### config.mk
export PLATFORM = sky130hd
export DESIGN_NAME = tot_event_recorder
export DESIGN_NICKNAME = d
export VERILOG_FILES = /design/src/rtl/tot_pkg.sv /design/src/rtl/tot_capture.sv /design/src/rtl/tot_scan.sv /design/src/rtl/tot_fifo.sv /design/src/rtl/tot_ser.sv /design/src/rtl/tot_event_recorder.sv
export SDC_FILE = /design/constraint.sdc
export NUM_CORES = 1
export LEC_CHECK = 0
export BUFFER_PORTS_ARGS = -buffer_cell sky130_fd_sc_hd__buf_2
export CAP_MARGIN = 5
export CORE_MARGIN = 3
export CORE_UTILIZATION = 57
export DETAILED_ROUTE_END_ITERATION = 12
export PLACE_DENSITY = 0.76
export SLEW_MARGIN = 15
export SYNTH_ARGS = -nofsm -noshare
export SYNTH_HDL_FRONTEND = slang
export SYNTH_HIERARCHICAL = 1
export SYNTH_SLANG_ARGS = --single-unit
export TNS_END_PERCENT = 1
### constraint.sdc
create_clock -name clk_i -period 3.1 [get_ports clk_i]
set_input_delay 0 -clock clk_i [delete_from_list [all_inputs] [get_ports clk_i]]
set_output_delay 0 -clock clk_i [all_outputs]
set_load 0.01 [all_outputs]
### src/rtl/tot_pkg.sv
package tot_pkg;
  localparam int TS_W   = 13;
  localparam int SLOTS  = 8;
  localparam int SLOT_W = $clog2(SLOTS);
  typedef logic [TS_W-1:0] ts_t;
endpackage

### src/rtl/tot_capture.sv
module tot_capture #(
  parameter int N_CH = 8,
  localparam int N_EV = 2 * N_CH
) (
  input  logic            clk_i,
  input  logic            rst_ni,
  input  logic            tick_i,
  input  logic [N_CH-1:0] lo_i,
  input  logic [N_CH-1:0] hi_i,
  output logic [N_EV-1:0] ev_o,
  output logic [N_EV-1:0] lvl_o
);
  logic [N_CH-1:0] lo_s1, lo_s2, hi_s1, hi_s2;
  logic [N_CH-1:0] lo_q, hi_q, armed_q, armed_d;

  always_ff @(posedge clk_i or negedge rst_ni) begin
    if (!rst_ni) begin
      lo_s1 <= '0; lo_s2 <= '0; hi_s1 <= '0; hi_s2 <= '0;
      lo_q <= '0; hi_q <= '0; armed_q <= '0;
    end else begin
      lo_s1 <= lo_i; lo_s2 <= lo_s1;
      hi_s1 <= hi_i; hi_s2 <= hi_s1;
      if (tick_i) begin
        lo_q    <= lo_s2;
        hi_q    <= hi_s2;
        armed_q <= armed_d;
      end
    end
  end

  for (genvar c = 0; c < N_CH; c++) begin : g_ch
    logic hi_rise, hi_fall, acc_rise, acc_fall;
    assign hi_rise  = hi_s2[c] & ~hi_q[c];
    assign hi_fall  = ~hi_s2[c] & hi_q[c];
    // hit only inside the low-comparator window
    assign acc_rise = hi_rise & lo_s2[c];
    assign acc_fall = hi_fall & armed_q[c];
    assign armed_d[c]    = acc_rise | (armed_q[c] & ~hi_fall);
    assign ev_o[2*c]     = lo_s2[c] ^ lo_q[c];
    assign ev_o[2*c+1]   = acc_rise | acc_fall;
    assign lvl_o[2*c]    = lo_s2[c];
    assign lvl_o[2*c+1]  = hi_s2[c];
  end
endmodule

### src/rtl/tot_scan.sv
module tot_scan #(
  parameter int N_CH = 8,
  parameter int TS_W = 13,
  localparam int N_EV  = 2 * N_CH,
  localparam int IDX_W = $clog2(N_EV),
  localparam int REC_W = IDX_W + 1 + TS_W
) (
  input  logic             clk_i,
  input  logic             rst_ni,
  input  logic             tick_i,
  input  logic [N_EV-1:0]  ev_i,
  input  logic [N_EV-1:0]  lvl_i,
  input  logic [TS_W-1:0]  ts_i,
  output logic             wr_o,
  output logic [REC_W-1:0] rec_o,
  output logic             drop_o
);
  logic [N_EV-1:0]  pend_q, lvl_q, rest;
  logic [TS_W-1:0]  ts_q;
  logic [IDX_W-1:0] idx;

  always_comb begin
    idx = '0;
    for (int i = N_EV - 1; i >= 0; i--)
      if (pend_q[i]) idx = IDX_W'(i);
  end

  assign rest   = pend_q & (pend_q - 1'b1);
  assign wr_o   = |pend_q;
  assign drop_o = tick_i & (|rest);
  assign rec_o  = {idx[IDX_W-1:1], lvl_q[idx], idx[0], ts_q};

  always_ff @(posedge clk_i or negedge rst_ni) begin
    if (!rst_ni) begin
      pend_q <= '0; lvl_q <= '0; ts_q <= '0;
    end else if (tick_i) begin
      pend_q <= ev_i;
      lvl_q  <= lvl_i;
      ts_q   <= ts_i;
    end else begin
      pend_q <= rest;
    end
  end
endmodule

### src/rtl/tot_fifo.sv
module tot_fifo #(
  parameter int W     = 18,
  parameter int DEPTH = 16,
  localparam int PTR_W = $clog2(DEPTH),
  localparam int CNT_W = $clog2(DEPTH + 1)
) (
  input  logic         clk_i,
  input  logic         rst_ni,
  input  logic         wr_i,
  input  logic [W-1:0] din_i,
  input  logic         rd_i,
  output logic [W-1:0] dout_o,
  output logic         empty_o,
  output logic         full_o
);
  logic [W-1:0]     mem [DEPTH];
  logic [PTR_W-1:0] wp_q, rp_q;
  logic [CNT_W-1:0] cnt_q;
  logic push, pop;

  assign empty_o = (cnt_q == '0);
  assign full_o  = (cnt_q == CNT_W'(DEPTH));
  assign push    = wr_i & ~full_o;
  assign pop     = rd_i & ~empty_o;
  assign dout_o  = mem[rp_q];

  always_ff @(posedge clk_i) if (push) mem[wp_q] <= din_i;

  always_ff @(posedge clk_i or negedge rst_ni) begin
    if (!rst_ni) begin
      wp_q <= '0; rp_q <= '0; cnt_q <= '0;
    end else begin
      if (push) wp_q <= (wp_q == PTR_W'(DEPTH - 1)) ? '0 : wp_q + 1'b1;
      if (pop)  rp_q <= (rp_q == PTR_W'(DEPTH - 1)) ? '0 : rp_q + 1'b1;
      case ({push, pop})
        2'b10:   cnt_q <= cnt_q + 1'b1;
        2'b01:   cnt_q <= cnt_q - 1'b1;
        default: cnt_q <= cnt_q;
      endcase
    end
  end
endmodule

### src/rtl/tot_ser.sv
module tot_ser #(
  parameter int REC_W  = 18,
  parameter int LANE_W = 3,
  parameter int SLOTS  = 8,
  localparam int SLOT_W  = $clog2(SLOTS),
  localparam int FRAME_W = LANE_W * SLOTS
) (
  input  logic              clk_i,
  input  logic              rst_ni,
  input  logic              load_i,
  input  logic              have_i,
  input  logic [REC_W-1:0]  rec_i,
  input  logic [SLOT_W-1:0] slot_i,
  output logic [LANE_W-1:0] data_o
);
  logic [FRAME_W-1:0] frame_q;

  always_ff @(posedge clk_i or negedge rst_ni) begin
    if (!rst_ni)     frame_q <= '0;
    else if (load_i) frame_q <= have_i ? FRAME_W'({1'b1, rec_i}) : '0;
  end

  // 8:1 lane multiplexer
  assign data_o = frame_q[slot_i*LANE_W +: LANE_W];
endmodule

### src/rtl/tot_event_recorder.sv
module tot_event_recorder
  import tot_pkg::*;
#(
  parameter int N_CH       = 8,
  parameter int FIFO_DEPTH = 16,
  localparam int N_EV   = 2 * N_CH,
  localparam int REC_W  = $clog2(N_EV) + 1 + TS_W,
  localparam int LANE_W = (REC_W + 1 + SLOTS - 1) / SLOTS
) (
  input  logic              clk_i,
  input  logic              rst_ni,
  input  logic [N_CH-1:0]   cmp_lo_i,
  input  logic [N_CH-1:0]   cmp_hi_i,
  output logic [LANE_W-1:0] ser_data_o,
  output logic              sof_o,
  output logic              lost_o
);
  logic [SLOT_W-1:0] slot_q;
  ts_t               ts_q;
  logic              tick, lost_q;
  logic [N_EV-1:0]   ev, lvl;
  logic              scan_wr, scan_drop, fifo_full, fifo_empty;
  logic [REC_W-1:0]  scan_rec, fifo_rec;

  assign tick  = (slot_q == SLOT_W'(SLOTS - 1));
  assign sof_o = (slot_q == '0);
  assign lost_o = lost_q;

  always_ff @(posedge clk_i or negedge rst_ni) begin
    if (!rst_ni) begin
      slot_q <= '0; ts_q <= '0; lost_q <= 1'b0;
    end else begin
      slot_q <= tick ? '0 : slot_q + 1'b1;
      if (tick) ts_q <= ts_q + 1'b1;
      if (scan_drop || (scan_wr && fifo_full)) lost_q <= 1'b1;
    end
  end

  tot_capture #(.N_CH(N_CH)) u_cap (
    .clk_i, .rst_ni, .tick_i(tick), .lo_i(cmp_lo_i), .hi_i(cmp_hi_i),
    .ev_o(ev), .lvl_o(lvl));

  tot_scan #(.N_CH(N_CH), .TS_W(TS_W)) u_scan (
    .clk_i, .rst_ni, .tick_i(tick), .ev_i(ev), .lvl_i(lvl), .ts_i(ts_q),
    .wr_o(scan_wr), .rec_o(scan_rec), .drop_o(scan_drop));

  tot_fifo #(.W(REC_W), .DEPTH(FIFO_DEPTH)) u_fifo (
    .clk_i, .rst_ni, .wr_i(scan_wr), .din_i(scan_rec), .rd_i(tick),
    .dout_o(fifo_rec), .empty_o(fifo_empty), .full_o(fifo_full));

  tot_ser #(.REC_W(REC_W), .LANE_W(LANE_W), .SLOTS(SLOTS)) u_ser (
    .clk_i, .rst_ni, .load_i(tick), .have_i(~fifo_empty), .rec_i(fifo_rec),
    .slot_i(slot_q), .data_o(ser_data_o));
endmodule

==> After elaboration in Yosys (flattened, before gate mapping) <==
Memory sizes are Yosys's and may differ from the RTL's.
Cells that the tools add are included.
{ "op_classes": {"add_sub_neg": 7, "mux": 26, "n_mul": 1, "magnitude_cmp": 1, "eq_ne": 6, "shifts": 1, "n_reduce_logical": 7, "bitwise_logic": 94} }
{ "ops": {"columns": ["cell", "n"], "rows": [
  ["4-bit two-way mux", 18],
  ["1-bit bitwise AND", 43],
  ["16-bit OR reduction", 2],
  ["1-bit NOT", 26],
  ["24-bit by 6-bit variable part select with 3-bit output", 1],
  ["19-bit two-way mux", 1],
  ["16-bit bitwise AND", 1],
  ["16-bit two-way mux", 1],
  ["1-bit OR", 16],
  ["16-bit by 1-bit subtractor with 16-bit output (second input constant)", 1],
  ["13-bit by 1-bit adder with 13-bit output (second input constant)", 1],
  ["5-bit one-hot mux with 2 select lines", 1],
  ["4-bit by 1-bit adder with 4-bit output (second input constant)", 2],
  ["4-bit == test (second input constant)", 2],
  ["1-bit bitwise XOR", 8],
  ["5-bit by 1-bit adder with 5-bit output (second input constant)", 1],
  ["5-bit == test (second input constant)", 1],
  ["5-bit logical NOT", 1],
  ["4-bit by 5-bit < comparator with 1-bit output (second input constant)", 1],
  ["3-bit by 2-bit multiplier with 5-bit output (second input constant)", 1],
  ["5-bit by 1-bit subtractor with 5-bit output (second input constant)", 1],
  ["1-bit binary-select mux with 4-bit select", 1],
  ["3-bit by 1-bit adder with 3-bit output (second input constant)", 1],
  ["3-bit == test (second input constant)", 1],
  ["8 further kinds", 10]
]} }
{ "word_totals": {"mem_bits_rw": 288, "input_bits": 18, "n_memories": 1, "regBits": 155, "elab_cells": 161, "output_inout_bits": 5} }
{ "memory_table": {"columns": ["memory", "depth", "word_bits", "read_ports", "rd_clocked_by_memory_dff", "wr", "line_no", "text"], "rows": [
  ["u_fifo.mem", 16, 18, 1, 0, 1, "tot_fifo.sv:16", "logic [W-1:0] mem [DEPTH];"]
]} }

==> Logic depth before layout (Yosys ltp) <==
Gate-level depths: netlist of the first run.
{ "logic_depth": {"depth_word": 18, "depth_mapped": 12, "depth_no_buf": 11} }

==> Cells and area by module <==
Netlist of the first run, hierarchy kept.
{ "by_module_without_submodules": {"columns": ["mod", "seq_area_each_um2", "area_per_inst_um2", "cells_each", "instances"], "rows": [
  ["tot_fifo", 8973.6, 11868.9, 579, 1],
  ["tot_scan", 1126.1, 2233.4, 217, 1],
  ["tot_capture", 1401.3, 1979.4, 131, 1],
  ["tot_ser", 475.5, 944.7, 102, 1],
  ["tot_event_recorder", 425.4, 713.2, 59, 1]
]} }

==> Worst setup path before layout of the first run <==
Ideal clock, no wire load.
{ "synth_path": {"path_type": "register to register", "startpoint": "register u_scan.pend_q[5]", "endpoint": "memory u_fifo.mem[0][0] (enable)", "arrival_time_ns": 2.592, "setup_time_ns": 0.416, "slack_ns": 0.093, "required_time_ns": 2.684, "stages_incl_launch_ff": 8, "path_cell_list": "dfrtp_1 -> nor2_1 -> nand4_1 -> or2_2 -> a21boi_0 -> buf_2 -> nand2_1 -> nor3_1"} }
{ "synth_between": {"elab_chain_len": 4} }
{ "synth_lines": {"columns": ["item", "line_no", "text"], "rows": [
  ["start, declared", "tot_scan.sv:18", "logic [N_EV-1:0] pend_q, lvl_q, rest;"],
  ["start signal, assigned", "tot_scan.sv:37", "pend_q <= ev_i;"],
  ["start signal, assigned", "tot_scan.sv:41", "pend_q <= rest;"],
  ["16-bit OR reduction", "tot_scan.sv:29", "assign wr_o = |pend_q;"],
  ["via scan_wr", "tot_event_recorder.sv:22", "logic scan_wr, scan_drop, fifo_full, fifo_empty;"],
  ["1-bit bitwise AND", "tot_fifo.sv:23", "assign push = wr_i & ~full_o;"],
  ["1-bit two-way mux", "tot_fifo.sv:27", "always_ff @(posedge clk_i) if (push) mem[wp_q] <= din_i;"],
  ["1-bit two-way mux (not written as such)", "tot_fifo.sv:27", null],
  ["end, declared", "tot_fifo.sv:16", null]
]} }
The timed path passes the listed nets, and every way through them passes these cells.

==> Worst setup path in the final report of the first run <==
{ "layout_path": {"startpoint": "register u_scan.pend_q[11]", "endpoint": "register u_fifo.cnt_q[4]"} }
{ "layout_between": {"elab_chain_len": 4} }
{ "layout_lines": {"columns": ["item", "line_no", "text"], "rows": [
  ["16-bit OR reduction *", "tot_scan.sv:29", null],
  ["via scan_wr", "tot_event_recorder.sv:22", null],
  ["1-bit bitwise AND *", "tot_fifo.sv:23", null],
  ["2-bit by 1-bit == test with 1-bit output / 2-bit == test (equally long branches)", "tot_fifo.sv:35", "case ({push, pop})"],
  ["5-bit one-hot mux with 2 select lines / 2-bit nonzero test (equally long branches)", null, null],
  ["end signal, assigned", "tot_fifo.sv:36", "2'b10: cnt_q <= cnt_q + 1'b1;"],
  ["end signal, assigned", "tot_fifo.sv:37", "2'b01: cnt_q <= cnt_q - 1'b1;"],
  ["end signal, assigned", "tot_fifo.sv:38", "default: cnt_q <= cnt_q;"],
  ["end, declared", "tot_fifo.sv:18", "logic [CNT_W-1:0] cnt_q;"]
]} }
Mark *: on every way through the listed nets, which the timed path passes. The rest lies on a longest branch.
A chain may end at the register's enable or synchronous reset.

==> out/results.ini, run 1 <==
[run_status]
status = finished, final reports clean

[finish]
n_antenna_cell = 0
nNetsFinal = 1196
drive_gt1_share_pct = 23.08
fin_cells = 1590
area_growth_pct = 13.55
final_area_sq_um = 20140

[power]
clockPowerShare_pct = 31.4
p_sw_mw = 5.065
power_leakage_nw = 7.421
switching_share_pct = 29.98
combPwrFrac_pct = 22.6
total_power_mw = 16.90
power_density_nw_per_um2 = 838.9
vdd_drop_max_mv = 0.5013
pwr-share-seq_pct = 46.0
p_int_mw = 11.83

[clocking]
root_buffer = clkbuf_16
clkSlewWorstSetupHoldPaths_ns = 0.06
clk_path_buf_depth = 3
clock_sinks = 438
clkLatencyLatePin_ns = 0.55
tritoncts = done
htree_levels = 2
cts_buffers = 44

[sta]
hold_viol = 0
period_minus_slack_ns = 2.904
tightest_slew_ns = 0.9560
setup_viol = 0
setup-tns-final_ns = 0
maxSlewViolCount = 0
layout_setup_ws_ns = 0.1963
fmax_mhz = 344.4
slew_headroom_pct = 36.26
finClkSkew_ns = 0.01976
fin_crit_sh_pct = 93.67

[logic_synthesis]
synth_edf_count = 288
synth-seq-cells = 438
synth_cells = 1088
synth-main-ff-cell = edfxtp_1
seq_area_frac_synth_pct = 69.91
syn_area_sq_um = 17740
avgSynthCellArea_sq_um = 16.30
yosysWarnings = 6
synth_cell_types = 64
async_flop_share_pct = 34.25
syn_nets = 1120

[setup_path]
start_kind = flop
r2r-end = u_fifo/cnt_q[4]$_DFFE_PN0P_
cp_max_fo = 6
cp-end-kind = flop
worstSetupPathType = flop to flop
worstRegToRegCells = 11
reg2reg_from = u_scan/pend_q[11]$_DFF_PN0_
cp.required_ns = 3.56
reg2reg_slack_ns = 0.20
arrival_ns = 3.37

[place]
dp.cells = 1490
dpl_worst_slack_ns = 0.1469
gp_congestion = 0.8338
numPortBuffers = 22
detailed_place_hpwl_microns = 21960
placed_area_sq_um = 18490

[detailed_routing]
via_count = 9875
routed_wl_microns = 36950
post_drt_wl_per_cell_microns = 23.24
drtAntennaViolNets = 0
drt_pre_antenna_iters = 6
drc = 0
via_per_inst = 6.211
drt_iter0_markers = 1160

[floorplanning]
dieHeight_microns = 182.4
dieWidth_microns = 182.4
row_count = 63
top_level_ports = 23
coreArea_sq_um = 30190
dieArea_sq_um = 33280
initial_core_util_pct = 58.76

[global_route]
first_global_vias = 9821
antenna_found_initial = 1
grt_overflow_total = 0
grt_max_degree = 139
grt.total_usage_pct = 22.33
grt_first_pass_wirelength_microns = 57100

[hold_path]
hold_path.class = input port to asynchronous set/reset pin

[flow_run]
cap_viol_max_count = 0

-- worst max-delay path by stage --
stage | from | to | cells past startpoint | slack (ns)
4_1_cts | u_scan/pend_q[10]$_DFF_PN0_ | u_fifo/cnt_q[4]$_DFFE_PN0P_ | 11 | 0.10
3_3_place_gp | u_scan/pend_q[10]$_DFF_PN0_ | u_fifo/cnt_q[4]$_DFFE_PN0P_ | 11 | 0.20
5_1_grt | u_scan/pend_q[11]$_DFF_PN0_ | u_fifo/cnt_q[4]$_DFFE_PN0P_ | 11 | -0.0009
3_5_place_dp | u_scan/pend_q[10]$_DFF_PN0_ | u_fifo/cnt_q[4]$_DFFE_PN0P_ | 11 | 0.15
2_1_floorplan | u_scan/pend_q[5]$_DFF_PN0_ | u_fifo/mem[0][0]$_DFFE_PP_ | 7 | 0.09
6_report | u_scan/pend_q[11]$_DFF_PN0_ | u_fifo/cnt_q[4]$_DFFE_PN0P_ | 11 | 0.20
-- sequential cells by signal, indices dropped and copies added, names as in the netlist, 4 cells and up --
register	cells
ts_q	13
u_cap/armed_q	8
u_cap/hi_q	8
u_cap/hi_s1	8
u_cap/hi_s2	8
u_cap/lo_q	8
u_cap/lo_s1	8
u_cap/lo_s2	8
u_fifo/cnt_q	5
u_fifo/mem	288
u_fifo/rp_q	4
u_fifo/wp_q	4
u_scan/lvl_q	16
u_scan/pend_q	16
u_scan/ts_q	13
u_ser/frame_q	19
-- cells in the final DEF (no fill, tap or decap), drive strengths merged, types with 4 or more instances in the layout --
cell,instances
dlygate4sd3,17
o31ai,4
clkinvlp,6
edfxtp,288
a32oi,18
clkbuf,54
nor2,33
ha,13
nand2b,11
a22oi,18
xor2,18
mux4,54
a21oi,16
o2bb2ai,8
bufinv,4
buf,65
a31oi,11
mux2,50
dfrtp,150
inv,33
nand4,9
nand3,22
o21ai,77
nor2b,6
clkinv,16
nor3,13
xnor2,8
nand2,67
mux2i,62
nand3b,9
-- power by group through the flow --
stage	Combinational [mW]	Clock, mW	Sequential (mW)
floorplan	2.70	0	7.51
global placement	3.67	0	7.84
detailed placement	3.76	0	7.88
global route	4.08	5.63	7.87
CTS	3.81	5.39	7.77
finish	3.82	5.30	7.77
-- stage by stage --
stage                     utilization [%]  hold WS [ns]
final                               66.72       0.09255
after global routing                66.72       0.08633
after CTS                           66.65       0.08214
after detailed placement            61.24        0.1093
after global placement              61.24        0.1075
after floorplan                         -       -0.2956
-- layer usage --
layer	part of all wire [%]	global-route usage (%)	vias to the layer above
met5	0.035	0	-
met4	2.4	6.063	2
met3	7.2	4.465	66
met2	49	35.75	388
met1	42	31.96	5077
li1	-	-	4342
-- timing repair --
action | in CTS | in global routing
hold buffers | 17 | 0
resized for setup | 0 | 3
endpoints found under the hold margin | 111 | 0
setup endpoints to repair | 0 | 2
setup buffers | 0 | 1
-- cell families (layout without fill, tap and decap cells) --
family,Yosys count,after routing,synth area share (%)
fa+ha+maj,16,16,1.143
mux,166,166,13.53
xor+xnor,26,26,1.284
simple gates,184,184,5.121
compound gates,175,175,6.609
flops,438,438,69.91
buf+inv,83,195,2.405
-- cell usage after synthesis, drive strengths merged (2+ instances only) --
cell,n,area share [%]
o21ai,77,2.2
o221ai,2,0.099
o2bb2ai,8,0.39
o21a,3,0.18
a21oi,16,0.49
maj3,2,0.11
a22oi,18,0.76
mux4,54,6.9
a31oi,11,0.39
nand4,9,0.32
inv,30,0.63
nand2b,11,0.39
o211ai,2,0.085
o31ai,4,0.17
o32a,2,0.11
ha,13,0.92
and2b,2,0.085
nor3,13,0.37
or2,3,0.11
nand3,22,0.62
mux2i,62,3.5
clkbuf,15,0.32
nor4,3,0.23
a21boi,2,0.085
nor2b,6,0.21
and2,3,0.11
dfrtp,150,21
a21o,3,0.13
xnor2,8,0.39
nor2,33,0.71
a32oi,18,0.89
o32ai,2,0.20
nand2,67,1.4
xor2,18,0.89
mux2,50,3.2
nand3b,9,0.38
buf,37,1.4
edfxtp,288,49
-- worst max-delay path, cell delays in order, from the launching register on --
cell,delay [ns]
dfrtp_1,0.45
nor4_4,0.34
nand4_1,0.18
or2_2,0.33
a21boi_0,0.16
inv_1,0.10
ha_2,0.24
ha_1,0.28
a21o_1,0.17
a21oi_1,0.18
mux2i_1,0.26
xnor2_1,0.14
-- cell type report --
cell class,instances,area (sq um)
Clock buffer,54,1190
Timing Repair Buffer,82,671.9
Multi-Input combinational cell,567,4985
Fill cell,2004,10050
Clock inverter,28,275.3
Inverter,31,121.4
Tap cell,390,488.0
Sequential cell,438,12410
No activity file was read; power rests on OpenSTA's default activity.
==> inputs of run 2 (changes only) <==
==> constraint.sdc (replaced) <==
create_clock -name clk_i -period 3.1 [get_ports clk_i]
set_input_delay 0.465 -clock clk_i [delete_from_list [all_inputs] [get_ports clk_i]]
set_output_delay 0.465 -clock clk_i [all_outputs]
set_load 0.1 [all_outputs]
==> run 2 against run 1 <==
- worst hold slack lost 0.068 ns
- non-clock buffer count shrank 19
- worst setup slack lost 0.033 ns
- via count is essentially flat
- clock-buffer cell count grew 8
- sequential cell count is the same
- wire length grew 2.7%
- global-route usage grew 0.86 points
- first-iteration DRC count shrank 15%
==> out/results.ini, run 2 (synthesized netlist as in run 1, its figures left out) <==
[run_status]
status = finished, final reports clean

[setup_path]
cp.required_ns = 3.33  ; -0.23 ns
cp_slowest_stage_delay_ns = 0.85  ; +0.40 ns
worstSetupPathType = flop to flop
arrival_ns = 3.17  ; -0.20 ns
cp_slowest_cell = nor3_2
critPathMostFrequentCell = buf_4
cp-end-kind = flop
start_kind = flop
cp_max_fo = 10  ; +4
worstPathCellList = nor4_4 > nand4_1 > or2_2 > a21boi_0 > buf_4 > nand2_1 > nor3_2 > buf_4

[power]
vdd_drop_max_mv = 0.4494  ; -10%
power_density_nw_per_um2 = 846.0  ; +0.85%
power_leakage_nw = 7.345  ; -1.0%

[global_route]
grt_util_met2_pct = 36.41  ; +0.66 points
grt.total_usage_pct = 23.19  ; +0.86 points
antenna_found_initial = 0  ; -1
use_met1_pct = 32.88  ; +0.93 points
grt_overflow_total = 0  ; unchanged
grt_first_pass_wirelength_microns = 58770  ; +2.9%
grt_util_met3_pct = 4.624  ; +0.16 points
grt-busiest-layer = met2
grt_max_degree = 139  ; unchanged
first_global_vias = 9935  ; +1.2%

[sta]
setup-tns-final_ns = 0  ; unchanged
grt_setup_unrepaired = no
tightest_slew_ns = 1.238  ; +0.2822 ns
finClkSkew_ns = 0.02038  ; +0.0006139 ns
fin_crit_sh_pct = 94.72  ; +1.0 points
fmax_mhz = 340.6  ; -1.1%
setup_viol = 0  ; unchanged
slew_headroom_pct = 17.36  ; -19 points
hold_viol = 0  ; unchanged
maxSlewViolCount = 0  ; unchanged
period_minus_slack_ns = 2.936  ; +0.03253 ns

[clocking]
clk_path_buf_depth = 3  ; unchanged
root_buffer = clkbuf_16
ctsResizeCount = 0  ; unchanged
clkSlewWorstSetupHoldPaths_ns = 0.06  ; about the same
cts_buffers = 44  ; unchanged
htree_levels = 2  ; unchanged
clock_sinks = 438  ; unchanged
hold_buffers = 1  ; -16
tritoncts = done
clkLatencyLatePin_ns = 0.54  ; about the same
post_cts_buffers = 0  ; unchanged

[detailed_routing]
drc = 0  ; unchanged
drtAntennaViolNets = 0  ; unchanged
via_count = 9870  ; -0.051%
drt_pre_antenna_iters = 5  ; -1
post_drt_wl_per_cell_microns = 24.16  ; +4.0%
drt_iter0_markers = 986  ; -15%
via_per_inst = 6.283  ; +1.2%
routed_wl_microns = 37960  ; +2.7%

[finish]
nNetsFinal = 1177  ; -1.6%
regMostFlops = u_fifo/mem
final_cell_mix = edfxtp_1, dfrtp_1, nand2_1
drive_gt1_share_pct = 22.97  ; -0.12 points
utilization_pct = 66.02  ; -0.70 points
area_growth_pct = 12.36
largest_reg_flops = 288  ; unchanged
layout_commonest_cell = edfxtp_1
largestRegisters = u_fifo/mem: 288 flops, u_ser/frame_q: 19 flops

[floorplanning]
coreArea_sq_um = 30190  ; unchanged
initial_core_util_pct = 58.76  ; unchanged
top_level_ports = 23  ; unchanged
dieWidth_microns = 182.4  ; unchanged
dieArea_sq_um = 33280  ; unchanged
dieHeight_microns = 182.4  ; unchanged
row_count = 63  ; unchanged

[hold_path]
hold_path.class = input port to flop

[place]
gp_congestion = 0.8186  ; -1.8%
detailed_place_hpwl_microns = 22670  ; +3.3%
numPortBuffers = 22  ; unchanged

[flow_run]
cap_viol_max_count = 0  ; unchanged

run 2: cell types whose count changed in the layout (fill, tap and decap cells not counted), moves of 3 or more:
cell,delta
clkbuf_1,+3
buf_4,-4
clkbuf_8,+5
clkinvlp_2,-3
dlygate4sd3_1,-16
run 2: metrics by stage:
| stage | cell area (sq um) | cells | hold slack, ns | worst slack [ns] | total power, mW |
|---|---|---|---|---|---|
| floorplan | 17740 | 1088 | 0.1694 | 0.09273 | 10.39 |
| global placement | 18490 | 1488 | 0.3315 | 0.2756 | 11.61 |
| detailed placement | 18490 | 1488 | 0.3347 | 0.1822 | 11.72 |
| CTS | 19930 | 1570 | 0.002269 | 0.1565 | 16.94 |
| global route | 19930 | 1570 | 0.006281 | 0.01072 | 17.52 |
| finish | 19930 | 1571 | 0.02489 | 0.1637 | 16.86 |
run 2: cell type report:
| class | instances | area, sq um |
|---|---|---|
| inverter | 31 | 121.4 |
| sequential | 438 | 12410 |
| multi-input combinational | 567 | 4984 |
| clock inverter | 19 | 155.1 |
| tap | 390 | 488.0 |
| antenna | 1 | 2.502 |
| fill | 2030 | 10260 |
| timing repair buffer | 63 | 501.7 |
| clock buffer | 62 | 1270 |
run 2: worst paths after layout:
path	startpoint	end	slack, ns	cells after the start
setup / recovery	u_scan/pend_q[4]$_DFF_PN0_	u_fifo/mem[3][2]$_DFFE_PP_	0.16	8
min in group asynchronous	rst_ni	u_fifo/rp_q[2]$_DFFE_PN0P_	0.46	2
hold / removal	cmp_lo_i[1]	u_cap/lo_s1[1]$_DFF_PN0_	0.02	1
setup reg to reg	u_scan/pend_q[4]$_DFF_PN0_	u_fifo/mem[3][2]$_DFFE_PP_	0.16	8
hold reg to reg	u_cap/hi_s1[0]$_DFF_PN0_	u_cap/hi_s2[0]$_DFF_PN0_	0.34	0
max in group asynchronous	rst_ni	u_cap/armed_q[7]$_DFFE_PN0P_	1.71	3
run 2: report_power, final:
part / internal, mW / switching (mW)
Sequential: 7.17 / 0.528
Combinational: 1.55 / 2.44
Clock: 3.03 / 2.14
run 2: per-layer routing:
| metal | vias to the layer above | part of all wire (%) |
|---|---|---|
| li1 | 4306 | - |
| met1 | 4993 | 40 |
| met2 | 483 | 48 |
| met3 | 88 | 8.9 |
| met4 | 0 | 3.3 |
| met5 | - | 0 |
run 2: worst max-delay path, delay by kind of cell, from the launching register on:
family          cells  cell delay [ns]
compound gates      1             0.28
buf+inv             2             0.59
flops               1             0.50
simple gates        5             1.26
==> inputs of run 3 (changes only) <==
- CORE_UTILIZATION: 57 -> 40
- PLACE_DENSITY: 0.76 -> default
- clock period: 3.1 -> 2.65 ns (I/O delays scaled with it)
==> run 3 against run 2 <==
- core utilization shrank 18 points
- sequential power grew 16%
- critical path depth grew 1
- maximum frequency grew 14%
- non-clock buffer count grew 63
- largest cell class unchanged
==> out/results.ini, run 3 (synthesized netlist as in run 1, its figures left out) <==
[floorplanning]
dieWidth_microns = 216.6  ; +19%
top_level_ports = 23  ; unchanged
dieHeight_microns = 216.6  ; +19%
initial_core_util_pct = 40.82  ; -18 points
dieArea_sq_um = 46910  ; +41%
row_count = 76  ; +21%
coreArea_sq_um = 43460  ; +44%

[global_route]
first_global_vias = 9823  ; -1.1%
grt_max_degree = 139  ; unchanged
antenna_found_initial = 0  ; unchanged
grt.total_usage_pct = 16.26  ; -6.9 points
grt_overflow_total = 0  ; unchanged
grt_first_pass_wirelength_microns = 58690  ; -0.13%

[detailed_routing]
routed_wl_microns = 37560  ; -1.0%
via_per_inst = 5.325  ; -15%
drc = 0  ; unchanged
via_count = 9744  ; -1.3%
drtAntennaViolNets = 0  ; unchanged
drt_pre_antenna_iters = 5  ; unchanged
drt_iter0_markers = 676  ; -31%
post_drt_wl_per_cell_microns = 20.52  ; -15%

[setup_path]
cp_max_fo = 4  ; -6
arrival_ns = 3.06  ; -0.11 ns
cp-end-kind = flop
reg2reg_from = u_fifo/cnt_q[1]$_DFFE_PN0P_
cp.required_ns = 3.13  ; -0.20 ns
reg2reg_slack_ns = 0.07  ; -0.09 ns
worstSetupPathType = flop to flop
worstRegToRegCells = 9  ; +1
start_kind = flop
r2r-end = u_fifo/cnt_q[4]$_DFFE_PN0P_

[clocking]
clock_sinks = 438  ; unchanged
root_buffer = clkbuf_16
clkSlewWorstSetupHoldPaths_ns = 0.06  ; about the same
clk_path_buf_depth = 3  ; unchanged
htree_levels = 2  ; unchanged
cts_buffers = 45  ; +2.3%
clkLatencyLatePin_ns = 0.57  ; +0.03 ns
tritoncts = done

[place]
detailed_place_hpwl_microns = 23790  ; +4.9%
dpl_worst_slack_ns = -0.1201  ; -0.3023 ns
numPortBuffers = 22  ; unchanged
dp.cells = 1728  ; +16%
placed_area_sq_um = 19250  ; +4.1%
gp_congestion = 0.7609  ; -7.0%

[finish]
largestRegisters = u_fifo/mem: 288 flops, u_ser/frame_q: 19 flops
drive_gt1_share_pct = 25.14  ; +2.2 points
area_growth_pct = 18.42
fin_cells = 1830  ; +16%
nFillCells = 3701  ; +82%
nNetsFinal = 1241  ; +5.4%
layout_commonest_cell = edfxtp_1
final_cell_mix = edfxtp_1, dfrtp_1, buf_4
regMostFlops = u_fifo/mem
final_area_sq_um = 21010  ; +5.4%
largest_reg_flops = 288  ; unchanged
n_antenna_cell = 0  ; -1

[sta]
layout_setup_ws_ns = 0.07001  ; -0.09371 ns
fin_crit_sh_pct = 97.36  ; +2.6 points
grt_setup_unrepaired = yes
setup_viol = 0  ; unchanged
period_minus_slack_ns = 2.580  ; -0.3563 ns
maxSlewViolCount = 0  ; unchanged
finClkSkew_ns = 0.02214  ; +0.001761 ns
holdWs_ns = 0.3453  ; +0.3204 ns
hold_viol = 0  ; unchanged
fmax_mhz = 387.6  ; +14%
tightest_slew_ns = 0.9210  ; -0.3172 ns
slew_headroom_pct = 38.26  ; +21 points

[power]
power_density_nw_per_um2 = 984.0  ; +16%
total_power_mw = 20.67  ; +23%
power_leakage_nw = 7.720  ; +5.1%
vdd_drop_max_mv = 0.6932  ; +54%

[hold_path]
hold_path.class = flop to flop
hold_end = u_cap/hi_s2[0]$_DFF_PN0_
hold_depth = 0  ; -1
min_from = u_cap/hi_s1[0]$_DFF_PN0_

[flow_run]
cap_viol_max_count = 0  ; unchanged

[run_status]
status = finished, final reports clean

[run 3: final cells by class]
| cell class | count | area [sq um] | share of cell area [%] |
|---|---|---|---|
| repair buffers | 126 | 1190 | 5.664 |
| multi-input cells | 567 | 5022 | 23.91 |
| well taps | 585 | 732.0 | 3.484 |
| clock inverters | 31 | 379.1 | 1.805 |
| inverters | 31 | 121.4 | 0.5777 |
| clock buffers | 52 | 1152 | 5.485 |
| flip-flops and latches | 438 | 12410 | 59.08 |
[run 3: worst max-delay path by stage]
stage / cells after the start / slack (ns) / from / endpoint
final: 9 / 0.07 / u_fifo/cnt_q[1]$_DFFE_PN0P_ / u_fifo/cnt_q[4]$_DFFE_PN0P_
after global routing: 11 / -0.08 / u_scan/pend_q[11]$_DFF_PN0_ / u_fifo/cnt_q[4]$_DFFE_PN0P_
after CTS: 11 / 0.003 / u_scan/pend_q[8]$_DFF_PN0_ / u_fifo/cnt_q[4]$_DFFE_PN0P_
after detailed placement: 11 / -0.12 / u_scan/pend_q[11]$_DFF_PN0_ / u_fifo/cnt_q[4]$_DFFE_PN0P_
after global placement: 11 / -0.05 / u_scan/pend_q[11]$_DFF_PN0_ / u_fifo/cnt_q[4]$_DFFE_PN0P_
after floorplan: 7 / -0.36 / u_scan/pend_q[5]$_DFF_PN0_ / u_fifo/mem[0][0]$_DFFE_PP_
[run 3: metal layers]
metal	vias up	track usage, %	wire (microns)	part of all wire, %
met5	-	0	0	0
met4	0	5.603	1028	2.7
met3	52	2.776	1672	4.5
met2	211	26.12	17940	48
met1	5037	22.58	16920	45
li1	4444	-	-	-
[run 3: repair_timing]
| action | CTS | global route |
|---|---|---|
| gates resized for setup | 4 | 5 |
| endpoints found under the hold margin | 68 | 0 |
| endpoints found under the setup margin | 2 | 17 |
| pin swaps | 2 | 4 |
| hold buffers | 17 | 0 |
| buffers inserted | 2 | 0 |
[run 3: per-stage QoR]
step | utilization (%) | setup TNS [ns]
floorplan | - | -23.23
global placement | 44.29 | -0.05470
detailed placement | 44.29 | -0.1436
CTS | 48.28 | 0
global route | 48.34 | -0.09541
finish | 48.34 | 0
[run 3: report_power, final]
part	switching, mW	internal (mW)
Clock	2.58	3.91
Combinational	3.07	2.20
Sequential	0.534	8.38
[run 3: critical path: stages (launching register included)]
cell,delay [ns]
dfrtp_1,0.38
or4_4,0.54
o21a_4,0.23
ha_4,0.17
buf_4,0.13
fa_2,0.34
a21o_1,0.19
a21oi_2,0.15
mux2i_1,0.23
xnor2_1,0.14
